File: src/rtl/pgf_pkg.sv
package pgf_pkg;
  typedef enum logic [1:0] {
    ADDR_ENABLE = 2'd0,
    ADDR_CLKSEL = 2'd1,
    ADDR_WIDTH  = 2'd2,
    ADDR_SPARE  = 2'd3
  } regAddr_e;

  // strobes from control to datapath
  typedef struct packed {
    logic tick;    // filter domain advances this cycle
    logic bypass;  // width register is zero
  } filtStrobe_t;
endpackage

File: src/rtl/pgf_ctrl.sv
module pgf_ctrl
  import pgf_pkg::*;
#(
  parameter int NUM_PINS   = 8,
  parameter int WIDTH_BITS = 5,
  parameter bit HAS_FILTER = 1'b1
) (
  input  logic                  clk,
  input  logic                  rst_n,
  input  logic                  slowTick,
  input  logic                  regWrEn,
  input  logic [1:0]            regAddr,
  input  logic [31:0]           regWrData,
  output logic [31:0]           regRdData,
  output logic [NUM_PINS-1:0]   enMask,
  output logic                  clkSel,
  output logic [WIDTH_BITS-1:0] width,
  output filtStrobe_t           strobe
);
  regAddr_e addrDec;
  assign addrDec = regAddr_e'(regAddr);

  generate
    if (HAS_FILTER) begin : g_regs
      always_ff @(posedge clk) begin
        if (!rst_n) begin
          enMask <= '0;
          clkSel <= 1'b0;
          width  <= '0;
        end else if (regWrEn) begin
          case (addrDec)
            ADDR_ENABLE: enMask <= regWrData[NUM_PINS-1:0];
            // source change only legal with every filter off
            ADDR_CLKSEL: if (enMask == '0) clkSel <= regWrData[0];
            ADDR_WIDTH:  width <= regWrData[WIDTH_BITS-1:0];
            default: ;
          endcase
        end
      end
    end else begin : g_noregs
      logic unusedInputs;
      assign unusedInputs = ^{clk, rst_n, regWrEn, regWrData, slowTick};
      assign enMask = '0;
      assign clkSel = 1'b0;
      assign width  = '0;
    end
  endgenerate

  always_comb begin
    regRdData = '0;
    case (addrDec)
      ADDR_ENABLE: regRdData[NUM_PINS-1:0]   = enMask;
      ADDR_CLKSEL: regRdData[0]              = clkSel;
      ADDR_WIDTH:  regRdData[WIDTH_BITS-1:0] = width;
      default:     regRdData = '0;
    endcase
  end

  assign strobe.tick   = clkSel ? slowTick : 1'b1;
  assign strobe.bypass = (width == '0);
endmodule

File: src/rtl/pgf_datapath.sv
module pgf_datapath
  import pgf_pkg::*;
#(
  parameter int NUM_PINS   = 8,
  parameter int WIDTH_BITS = 5
) (
  input  logic                  clk,
  input  logic                  rst_n,
  input  filtStrobe_t           strobe,
  input  logic [WIDTH_BITS-1:0] width,
  input  logic [NUM_PINS-1:0]   enMask,
  input  logic [NUM_PINS-1:0]   pinIsDigIn,
  input  logic [NUM_PINS-1:0]   pinRaw,
  output logic [NUM_PINS-1:0]   pinFilt
);
  localparam logic [WIDTH_BITS-1:0] ONE = WIDTH_BITS'(1);

  logic [NUM_PINS-1:0] syncA, syncB;
  logic [WIDTH_BITS-1:0] lastCount;

  assign lastCount = width - ONE;

  always_ff @(posedge clk) begin
    if (!rst_n) begin
      syncA <= '0;
      syncB <= '0;
    end else if (strobe.tick) begin
      syncA <= pinRaw;
      syncB <= syncA;
    end
  end

  generate
    for (genvar i = 0; i < NUM_PINS; i++) begin : g_pin
      logic [WIDTH_BITS-1:0] count;
      logic                  level;
      logic                  active;

      assign active = enMask[i] & pinIsDigIn[i];

      always_ff @(posedge clk) begin
        if (!rst_n || !active) begin
          count <= '0;
          level <= 1'b0;
        end else if (strobe.tick) begin
          if (strobe.bypass) begin
            level <= syncB[i];
            count <= '0;
          end else if (syncB[i] == level) begin
            count <= '0;
          end else if (count >= lastCount) begin
            level <= syncB[i];
            count <= '0;
          end else begin
            count <= count + ONE;
          end
        end
      end

      assign pinFilt[i] = level;
    end
  endgenerate
endmodule

File: src/rtl/pin_glitch_filter.sv
module pin_glitch_filter
  import pgf_pkg::*;
#(
  parameter int NUM_PINS   = 8,
  parameter int WIDTH_BITS = 5,
  parameter bit HAS_FILTER = 1'b1
) (
  input  logic                clk,
  input  logic                rst_n,
  input  logic                slowTick,
  input  logic                regWrEn,
  input  logic [1:0]          regAddr,
  input  logic [31:0]         regWrData,
  output logic [31:0]         regRdData,
  input  logic [NUM_PINS-1:0] pinRaw,
  input  logic [NUM_PINS-1:0] pinIsDigIn,
  output logic [NUM_PINS-1:0] pinFilt
);
  logic [NUM_PINS-1:0]   enMask;
  logic                  clkSel;
  logic [WIDTH_BITS-1:0] width;
  filtStrobe_t           strobe;
  logic                  strobeTick;

  assign strobeTick = strobe.tick;

  pgf_ctrl #(
    .NUM_PINS(NUM_PINS), .WIDTH_BITS(WIDTH_BITS), .HAS_FILTER(HAS_FILTER)
  ) u_ctrl (
    .clk(clk), .rst_n(rst_n), .slowTick(slowTick),
    .regWrEn(regWrEn), .regAddr(regAddr), .regWrData(regWrData),
    .regRdData(regRdData), .enMask(enMask), .clkSel(clkSel),
    .width(width), .strobe(strobe)
  );

  pgf_datapath #(
    .NUM_PINS(NUM_PINS), .WIDTH_BITS(WIDTH_BITS)
  ) u_data (
    .clk(clk), .rst_n(rst_n), .strobe(strobe), .width(width),
    .enMask(enMask), .pinIsDigIn(pinIsDigIn), .pinRaw(pinRaw),
    .pinFilt(pinFilt)
  );
endmodule

File: config.mk
export PLATFORM = sky130hd
export DESIGN_NAME = pin_glitch_filter
export DESIGN_NICKNAME = d
export VERILOG_FILES = /design/src/rtl/pgf_pkg.sv /design/src/rtl/pgf_ctrl.sv /design/src/rtl/pgf_datapath.sv /design/src/rtl/pin_glitch_filter.sv
export SDC_FILE = /design/constraint.sdc
export NUM_CORES = 1
export LEC_CHECK = 0
export ABC_AREA = 1
export CORE_MARGIN = 2
export CORE_UTILIZATION = 47
export CTS_CLUSTER_SIZE = 8
export DETAILED_ROUTE_END_ITERATION = 12
export PLACE_DENSITY = 0.77
export SKIP_CTS_REPAIR_TIMING = 1
export SYNTH_ARGS = -nofsm -noshare
export SYNTH_HDL_FRONTEND = slang
export SYNTH_SLANG_ARGS = --single-unit
File: constraint.sdc
create_clock -name clk -period 2.6 [get_ports clk]
set_clock_uncertainty 0.15 [all_clocks]
set_input_delay 0.52 -clock clk [delete_from_list [all_inputs] [get_ports clk]]
set_output_delay 0.52 -clock clk [all_outputs]
set_load 0.005 [all_outputs]
Yosys cells after proc, flatten, opt, wreduce, memory -nomap -nowiden
Cells that the tools add are included.
{"block": "totals", "reg_bits": 78, "in_bits": 54}
{"block": "op_classes", "add_sub_neg": 9, "magnitude_cmp": 8, "eq_ne": 18, "n_mux": 52, "bitwise_logic": 8, "reduce_logical": 39}
{"op": "5-bit 2-to-1 mux", "n": 24}
{"op": "5-bit by 1-bit adder with 5-bit output, second input constant", "n": 8}
{"op": "5-bit greater-or-equal comparator", "n": 8}
{"op": "3-bit AND reduction", "n": 9}
{"op": "1-bit 2-to-1 mux", "n": 25}
{"op": "2-bit != test, second input constant", "n": 8}
{"op": "2-bit nonzero test", "n": 8}
{"op": "1-bit logical NOT", "n": 9}
{"op": "1-bit bitwise AND", "n": 8}
{"op": "1-bit equality test", "n": 8}
{"op": "8-bit logical NOT", "n": 1}
{"op": "1-bit logical OR", "n": 8}
{"op": "4-bit one-hot mux with 2 select lines", "n": 1}
{"op": "5-bit logical NOT", "n": 1}
{"op": "5-bit by 1-bit subtractor with 5-bit output, second input constant", "n": 1}
{"op": "2-bit AND reduction", "n": 2}
{"op": "3-bit 2-to-1 mux", "n": 1}
{"op": "1-bit one-hot mux with 3 select lines", "n": 1}
{"op": "2-bit by 1-bit equality test with 1-bit output, second input constant", "n": 1}
{"op": "2-bit equality test, second input constant", "n": 1}
{"op": "2-bit logical NOT", "n": 1}

Longest topological paths before layout
Gate-level depths: netlist of run 1.
{"block": "logic_depth", "ltp_word": 5, "mapped_depth": 15, "ltp_nobuf": 15}

Modules after synthesis
Synthesis of run 1 repeated with hierarchy kept, for this count alone.
{"block": "hier_totals", "cells_unflattened": 703, "hier_area_um2": 4958.5}
{"mod": "pgf_datapath", "instances": 1, "cells_each": 590, "area_each_um2": 4145.2, "seq_area_each_um2": 1281.2}
{"mod": "pgf_ctrl", "instances": 1, "cells_each": 113, "area_each_um2": 813.3, "seq_area_each_um2": 280.3}

Worst setup path after synthesis of run 1
Ideal clock, no wire load.
{"block": "synth_timing", "path_kind": "reg-to-reg", "startpoint": "reg u_ctrl.width[0]", "endpoint": "reg u_data.g_pin[4].level", "setup_ns": 0.115, "arrival_time_ns": 2.163, "setup_slack_ns": 0.172, "stages_incl_launch_ff": 13, "period_less_slack_ns": 2.428, "cell_sequence": "dfxtp_1 > inv_1 > ha_1 > xnor2_1 > ha_1 > nand2_1 > o21ai_0 > nor2_1 > o21ai_1 > nand3_1 > nand2_1 > a21oi_1 > nor2_1"}
{"block": "synth_via", "elab_chain_len": 4, "elab_cells_between_ends": 7}
{"element": "from (decl)", "line": "pgf_ctrl.sv:17", "text": "output logic [WIDTH_BITS-1:0] width,"}
{"element": "from (signal assigned)", "line": "pgf_ctrl.sv:35", "text": "ADDR_WIDTH: width <= regWrData[WIDTH_BITS-1:0];"}
{"element": "5-bit by 1-bit subtractor with 5-bit output", "line": "pgf_datapath.sv:21", "text": "assign lastCount = width - ONE;"}
{"element": "5-bit greater-or-equal comparator", "line": "pgf_datapath.sv:51", "text": "end else if (count >= lastCount) begin"}
{"element": "2-bit nonzero test (no source line)"}
{"element": "3-bit AND reduction (no source line)"}
{"element": "to (signal assigned)", "line": "pgf_datapath.sv:47", "text": "level <= syncB[i];"}
{"element": "to (signal assigned)", "line": "pgf_datapath.sv:52", "text": "level <= syncB[i];"}
{"element": "to (decl)", "line": "pgf_datapath.sv:36", "text": "logic level;"}
Parallel ways exist; a longest one is shown, timed or not.
A chain may end at the register's enable or synchronous reset.

Worst setup path in the final report of run 1
{"block": "layout_timing", "startpoint": "reg u_ctrl.width[1]", "endpoint": "reg u_data.g_pin[3].count[0]"}
{"block": "layout_via", "elab_chain_len": 5, "elab_cells_between_ends": 6}
{"element": "5-bit by 1-bit subtractor with 5-bit output", "line": "pgf_datapath.sv:21"}
{"element": "5-bit greater-or-equal comparator", "line": "pgf_datapath.sv:51"}
{"element": "5-bit 2-to-1 mux", "line": "pgf_datapath.sv:51"}
{"element": "5-bit 2-to-1 mux", "line": "pgf_datapath.sv:49", "text": "end else if (syncB[i] == level) begin"}
{"element": "5-bit 2-to-1 mux (*)", "line": "pgf_datapath.sv:46", "text": "if (strobe.bypass) begin"}
{"element": "to (signal assigned)", "line": "pgf_datapath.sv:55", "text": "count <= count + ONE;"}
{"element": "to (decl)", "line": "pgf_datapath.sv:35", "text": "logic [WIDTH_BITS-1:0] count;"}
Every way passes the cells marked *; elsewhere a longest branch is shown, timed or not.

==> flow_metrics.env, run 1 <==
export IMPL_syn_area_per_cell_sq_um=7.05
export IMPL_yosys_warnings=0
export IMPL_drc=0
export IMPL_detail_route_wl_per_cell_um=13.1
export IMPL_antenna_diode_count=0
export IMPL_first_global_vias=4199
export IMPL_cts_sinks=78
export IMPL_drtIter0Drc=275
export IMPL_slew_headroom=0.605
export IMPL_place_gp_congestion=0.918
export IMPL_total_power_mw=2.68
export IMPL_ys_ff_latch=78
export IMPL_grt_overflow=0
export IMPL_die_h_um=104
export IMPL_final_setup_tns_ns=0
export IMPL_insertion_delay_ns=0.35
export IMPL_dpl_cell_area_sq_um=5230
export IMPL_synth_cell_types=31
export IMPL_dp_cells=837
export IMPL_synth_most_common_cell="nand2_1"
export IMPL_fmax_ghz=0.411
export IMPL_path_cells="inv_1 -> ha_1 -> ha_1 -> nand2_1 -> o21ai_1 -> nor2_1 -> o21ai_0 -> nand3_1 -> nand2_2 -> inv_1 -> nand2_1 -> a21oi_1"
export IMPL_io_pins=94
export IMPL_pwr_density_cell_nw_per_um2=488
export IMPL_area_growth_syn_to_layout_pct=16.2
export IMPL_critPathLaunchType="flop"
export IMPL_synthTopCellsByCount="118 x nand2_1, 78 x dfxtp_1, 76 x inv_1"
export IMPL_drt_pass1_iter_count=5
export IMPL_layout_min_cycle_time_ns=2.43
export IMPL_hold_violations=0
export IMPL_cts_buffer_depth=2
export IMPL_cp_slowest_cell="ha_1"
export IMPL_endpoint_kind="flop"
export IMPL_dr_total_vias=4409
export IMPL_synth_area_top_cells="dfxtp_1 33%, nand2_1 9.4%, ha_1 8.7%"
export IMPL_synth_top_area_cell="dfxtp_1"
export IMPL_start_util=0.483
export IMPL_cts_made_buffers=9
export IMPL_layout_nets=802
export IMPL_place_hpwl_um=8270
export IMPL_r2r_start="u_ctrl.width[1]$_SDFFE_PN0P_"
export IMPL_drive_above_1_share=0.0709
export IMPL_peakVddDrop_v=0.000289
export IMPL_portBuffers=45
export IMPL_critPathRequiredTime_ns=2.73
export IMPL_syn_inst=670
export IMPL_path_class="flop to flop"
export IMPL_grt_max_degree=54
export IMPL_crit_path_start="u_ctrl.width[1]$_SDFFE_PN0P_"
export IMPL_die_area_sq_um=10900
export IMPL_hp_start="u_data.syncA[7]$_SDFFE_PN0P_"
export IMPL_fin_hold_ws_ns=0.332
export IMPL_final_cells=852
export IMPL_p_leak_nw=2.50
export IMPL_antenna_found_initial=0
export IMPL_yosysSeqAreaShare=0.331
export IMPL_synth_edff_count=0
export IMPL_dominantRegCellSynth="dfxtp_1"
export IMPL_setup_viol=0
export IMPL_postLayoutCellArea_sq_um=5490
export IMPL_period_share=0.935
export IMPL_vias_per_cell=5.17
export IMPL_root_buffer="clkbuf_8"
export IMPL_grt_pass1_wl_um=18600
export IMPL_rows=36
export IMPL_core_sq_um=9770
export IMPL_cts_tree="yes"
export IMPL_grt_use_total=0.206
export IMPL_crit_path_max_fanout=8
export IMPL_synthArstFlopShare=0
export IMPL_ant_nets=0
export IMPL_drv_cap=0
export IMPL_slew_viol_final=0
export IMPL_worst_pin_slew_ns=0.588
export IMPL_detail_route_wirelength_um=11200
export IMPL_min_path_type="flop to flop"
export IMPL_synthesis_area_sq_um=4720
export IMPL_arrival_ns=2.56
export IMPL_slowest_delay_ns=0.57
export IMPL_die_w_um=104
export IMPL_clk_pin_slew_ns=0.09
export IMPL_yosys_area_top_type_share=0.331
export IMPL_h_tree_depth=3
export IMPL_outcome="finished clean"
stage by stage:
step	util	setup WS [ns]
floorplan	-	0.172
CTS	0.558	-0.148
global route	0.561	-0.00546
detailed placement	0.535	-0.126
finish	0.561	0.169
global placement	0.535	-0.114
worst max-delay path, delay by kind of cell, from the launching register on:
| family | cells | cell delay, ns |
|---|---|---|
| fa+ha+maj | 2 | 0.89 |
| buf+inv | 2 | 0.16 |
| simple gates | 5 | 0.51 |
| flops | 1 | 0.35 |
| compound gates | 3 | 0.30 |
worst paths after layout:
kind,slack [ns],cells past startpoint,end
worst max-delay path,0.17,12,u_data.g_pin[3].count[0]$_SDFFE_PP0P_
worst min-delay path,0.33,2,u_data.syncA[7]$_SDFFE_PN0P_
worst max register to register,0.17,12,u_data.g_pin[3].count[0]$_SDFFE_PP0P_
worst min register to register,0.33,2,u_data.syncA[7]$_SDFFE_PN0P_
flip-flops by register name, summed over array words and instances, names as in the netlist:
register	flops
u_data.g_pin.count	40
u_ctrl.width	5
u_data.g_pin.level	8
u_data.syncA	8
u_data.syncB	8
u_ctrl.clkSel	1
u_ctrl.enMask	8
area by class of cell:
type | count | area [sq um]
Clock buffer | 10 | 138
Clock inverter | 5 | 82.6
Fill cell | 926 | 4290
Inverter | 78 | 293
Multi-Input combinational cell | 490 | 2670
Sequential cell | 78 | 1560
Tap cell | 133 | 166
Timing Repair Buffer | 58 | 581
where the power goes:
part,internal (mW),switching (mW),total [mW]
registers,1.22,0.0198,1.24
logic,0.164,0.254,0.419
clock network,0.565,0.454,1.02
cell families (layout without fill, tap and decap cells):
logic type / Yosys count / after routing / share of synthesized area
AO/OA/AOI/OAI: 123 / 123 / 0.132
flip-flops: 78 / 78 / 0.331
buffers and inverters: 125 / 151 / 0.127
other: 1 / 24 / 0.000794
adder cells (fa/ha/maj): 33 / 33 / 0.0875
XOR/XNOR: 30 / 30 / 0.0557
AND/OR/NAND/NOR: 280 / 280 / 0.266
placed cells by master (no fill, tap or decap), types with 3 or more instances in the layout:
cell,netlist,routed
nand3b_1,5,5
o21ai_0,49,48
or2_4,3,3
nor2_2,4,3
nor3_1,3,3
nand2_1,118,117
a21oi_1,66,66
dlymetal6s2s_1,0,8
buf_4,32,12
clkbuf_8,0,10
nand3_1,68,68
clkdlybuf4s50_1,0,37
ha_1,33,33
inv_2,1,3
nand2_2,6,7
nand4_1,9,9
xor2_1,19,19
conb_1,1,24
inv_1,76,75
o22ai_1,4,3
nand2_4,3,3
xnor2_1,11,11
nor2_1,58,57
o21ai_1,3,4
dfxtp_1,78,78
metal layers:
layer / vias to the layer above / track usage / part of all wire
li1: 2234 / - / -
met1: 2028 / 0.248 / 0.44
met2: 127 / 0.373 / 0.50
met3: 20 / 0.0376 / 0.049
met4: 0 / 0.0608 / 0.015
met5: - / 0 / 0
No activity file was read; power rests on OpenSTA's default activity.
==> run 2: changes to the inputs <==
Settings changed: CORE_UTILIZATION 47 to 52, PLACE_DENSITY 0.77 to 0.8.
Clock period 2.6 ns to 2.65 ns, I/O delays scaled along.
==> flow_metrics.env, run 2 (synthesis gave the netlist of run 1 again) <==
export IMPL_die_h_um=99.3
export IMPL_first_global_vias=4139
export IMPL_cts_buffer_depth=2
export IMPL_vias_per_cell=5.37
export IMPL_root_buffer="clkbuf_8"
export IMPL_cts_sinks=78
export IMPL_whs_path_depth=2
export IMPL_rows=34
export IMPL_layout_nets=798
export IMPL_place_hpwl_um=8080
export IMPL_antenna_found_initial=0
export IMPL_r2r_cells=12
export IMPL_drc=0
export IMPL_r2r_end="u_data.g_pin[7].level$_SDFFE_PP0P_"
export IMPL_grt_use_total=0.231
export IMPL_crit_path_max_fanout=9
export IMPL_dpl_cell_area_sq_um=5170
export IMPL_detail_route_wl_per_cell_um=13.2
export IMPL_worst_pin_slew_ns=0.584
export IMPL_place_gp_congestion=0.890
export IMPL_cts_tree="yes"
export IMPL_detail_route_wirelength_um=10900
export IMPL_slew_viol_final=0
export IMPL_dr_total_vias=4422
export IMPL_layout_common_cells="118 x nand2_1, 78 x dfxtp_1, 75 x inv_1, 68 x nand3_1, 66 x a21oi_1"
export IMPL_drv_cap=0
export IMPL_arrival_ns=1.83
export IMPL_final_common_cell="nand2_1"
export IMPL_io_pins=94
export IMPL_drive_above_1_share=0.0629
export IMPL_endpoint_kind="primary output"
export IMPL_area_growth_syn_to_layout_pct=14.8
export IMPL_die_w_um=99.3
export IMPL_clk_pin_slew_ns=0.08
export IMPL_insertion_delay_ns=0.36
export IMPL_place_ws_ns=-0.111
export IMPL_period_share=0.946
export IMPL_pwr_density_cell_nw_per_um2=495
export IMPL_core_sq_um=8760
export IMPL_layout_min_cycle_time_ns=2.51
export IMPL_largest_register="u_data.g_pin.count"
export IMPL_die_area_sq_um=9860
export IMPL_setup_viol=0
export IMPL_r2r_setup_slack_ns=0.27
export IMPL_outcome="finished clean"
export IMPL_min_path_type="flop to flop"
export IMPL_cts_made_buffers=9
export IMPL_drtIter0Drc=256
export IMPL_largest_reg_flops=40
export IMPL_grt_pass1_wl_um=18400
export IMPL_critPathLaunchType="input pin"
export IMPL_slew_headroom=0.608
export IMPL_path_class="input pin to primary output"
export IMPL_portBuffers=45
export IMPL_hold_violations=0
export IMPL_fin_hold_ws_ns=0.332
export IMPL_r2r_start="u_ctrl.width[1]$_SDFFE_PN0P_"
export IMPL_peakVddDrop_v=0.000328
export IMPL_fmax_ghz=0.399
export IMPL_postLayoutCellArea_sq_um=5420
export IMPL_grt_overflow=0
export IMPL_grt_max_degree=37
export IMPL_worstSetupEndpoint="regRdData[7]"
export IMPL_grt_setup_unrepaired="false"
export IMPL_ant_nets=0
export IMPL_critPathRequiredTime_ns=1.97
export IMPL_p_leak_nw=2.42
export IMPL_drt_pass1_iter_count=5
export IMPL_setup_slack_ns=0.143
export IMPL_crit_path_start="regAddr[1]"
export IMPL_start_util=0.539
export IMPL_h_tree_depth=3
export IMPL_antenna_diode_count=0
## run 2: how the worst min path moves through the flow
stage / start / endpoint / slack (ns)
4_1_cts: u_data.syncA[5]$_SDFFE_PN0P_ / u_data.syncA[5]$_SDFFE_PN0P_ / 0.34
3_3_place_gp: u_data.syncA[2]$_SDFFE_PN0P_ / u_data.syncA[2]$_SDFFE_PN0P_ / 0.31
5_1_grt: u_data.g_pin[3].count[4]$_SDFFE_PP0P_ / u_data.g_pin[3].count[4]$_SDFFE_PP0P_ / 0.35
6_report: u_data.syncA[5]$_SDFFE_PN0P_ / u_data.syncA[5]$_SDFFE_PN0P_ / 0.33
2_1_floorplan: u_data.syncA[0]$_SDFFE_PN0P_ / u_data.syncA[0]$_SDFFE_PN0P_ / 0.30
3_5_place_dp: u_data.syncA[5]$_SDFFE_PN0P_ / u_data.syncA[5]$_SDFFE_PN0P_ / 0.32
## run 2: final cells by class
| class | count | area, sq um |
|---|---|---|
| Fill cell | 774 | 3340 |
| Multi-Input combinational cell | 490 | 2650 |
| Sequential cell | 78 | 1560 |
| Timing Repair Buffer | 54 | 543 |
| Inverter | 78 | 293 |
| Tap cell | 108 | 135 |
| Clock buffer | 9 | 124 |
| Clock inverter | 6 | 111 |
## run 2: worst max-delay path, cell delays in order
cell,delay (ns)
clkdlybuf4s50_1,0.43
nor2_1,0.13
inv_2,0.10
nor2_1,0.12
clkdlybuf4s50_1,0.52
## run 2: power by group
part | internal, mW | switching [mW] | leakage, nW
Sequential | 1.20 | 0.0197 | 0.633
Clock | 0.620 | 0.445 | 0.115
Combinational | 0.155 | 0.246 | 1.67
## run 2: per-layer routing
| layer | global-route usage | wire [um] | part of all wire | up-vias |
|---|---|---|---|---|
| met1 | 0.281 | 4700 | 0.43 | 2048 |
| met3 | 0.0513 | 610 | 0.056 | 18 |
| met2 | 0.403 | 5370 | 0.49 | 134 |
| met5 | 0 | 0 | 0 | - |
| met4 | 0.0822 | 184 | 0.017 | 0 |
| li1 | - | - | - | 2222 |
## run 2: through the flow
stage                util  std cells  power, mW  setup TNS [ns]
finish              0.619        823       2.68               0
global route        0.619        823       2.81               0
CTS                 0.617        823       2.70          -0.697
detailed placement  0.590        808       1.64          -0.566
global placement    0.590        808       1.63          -0.396
floorplan               -        693       1.53               0
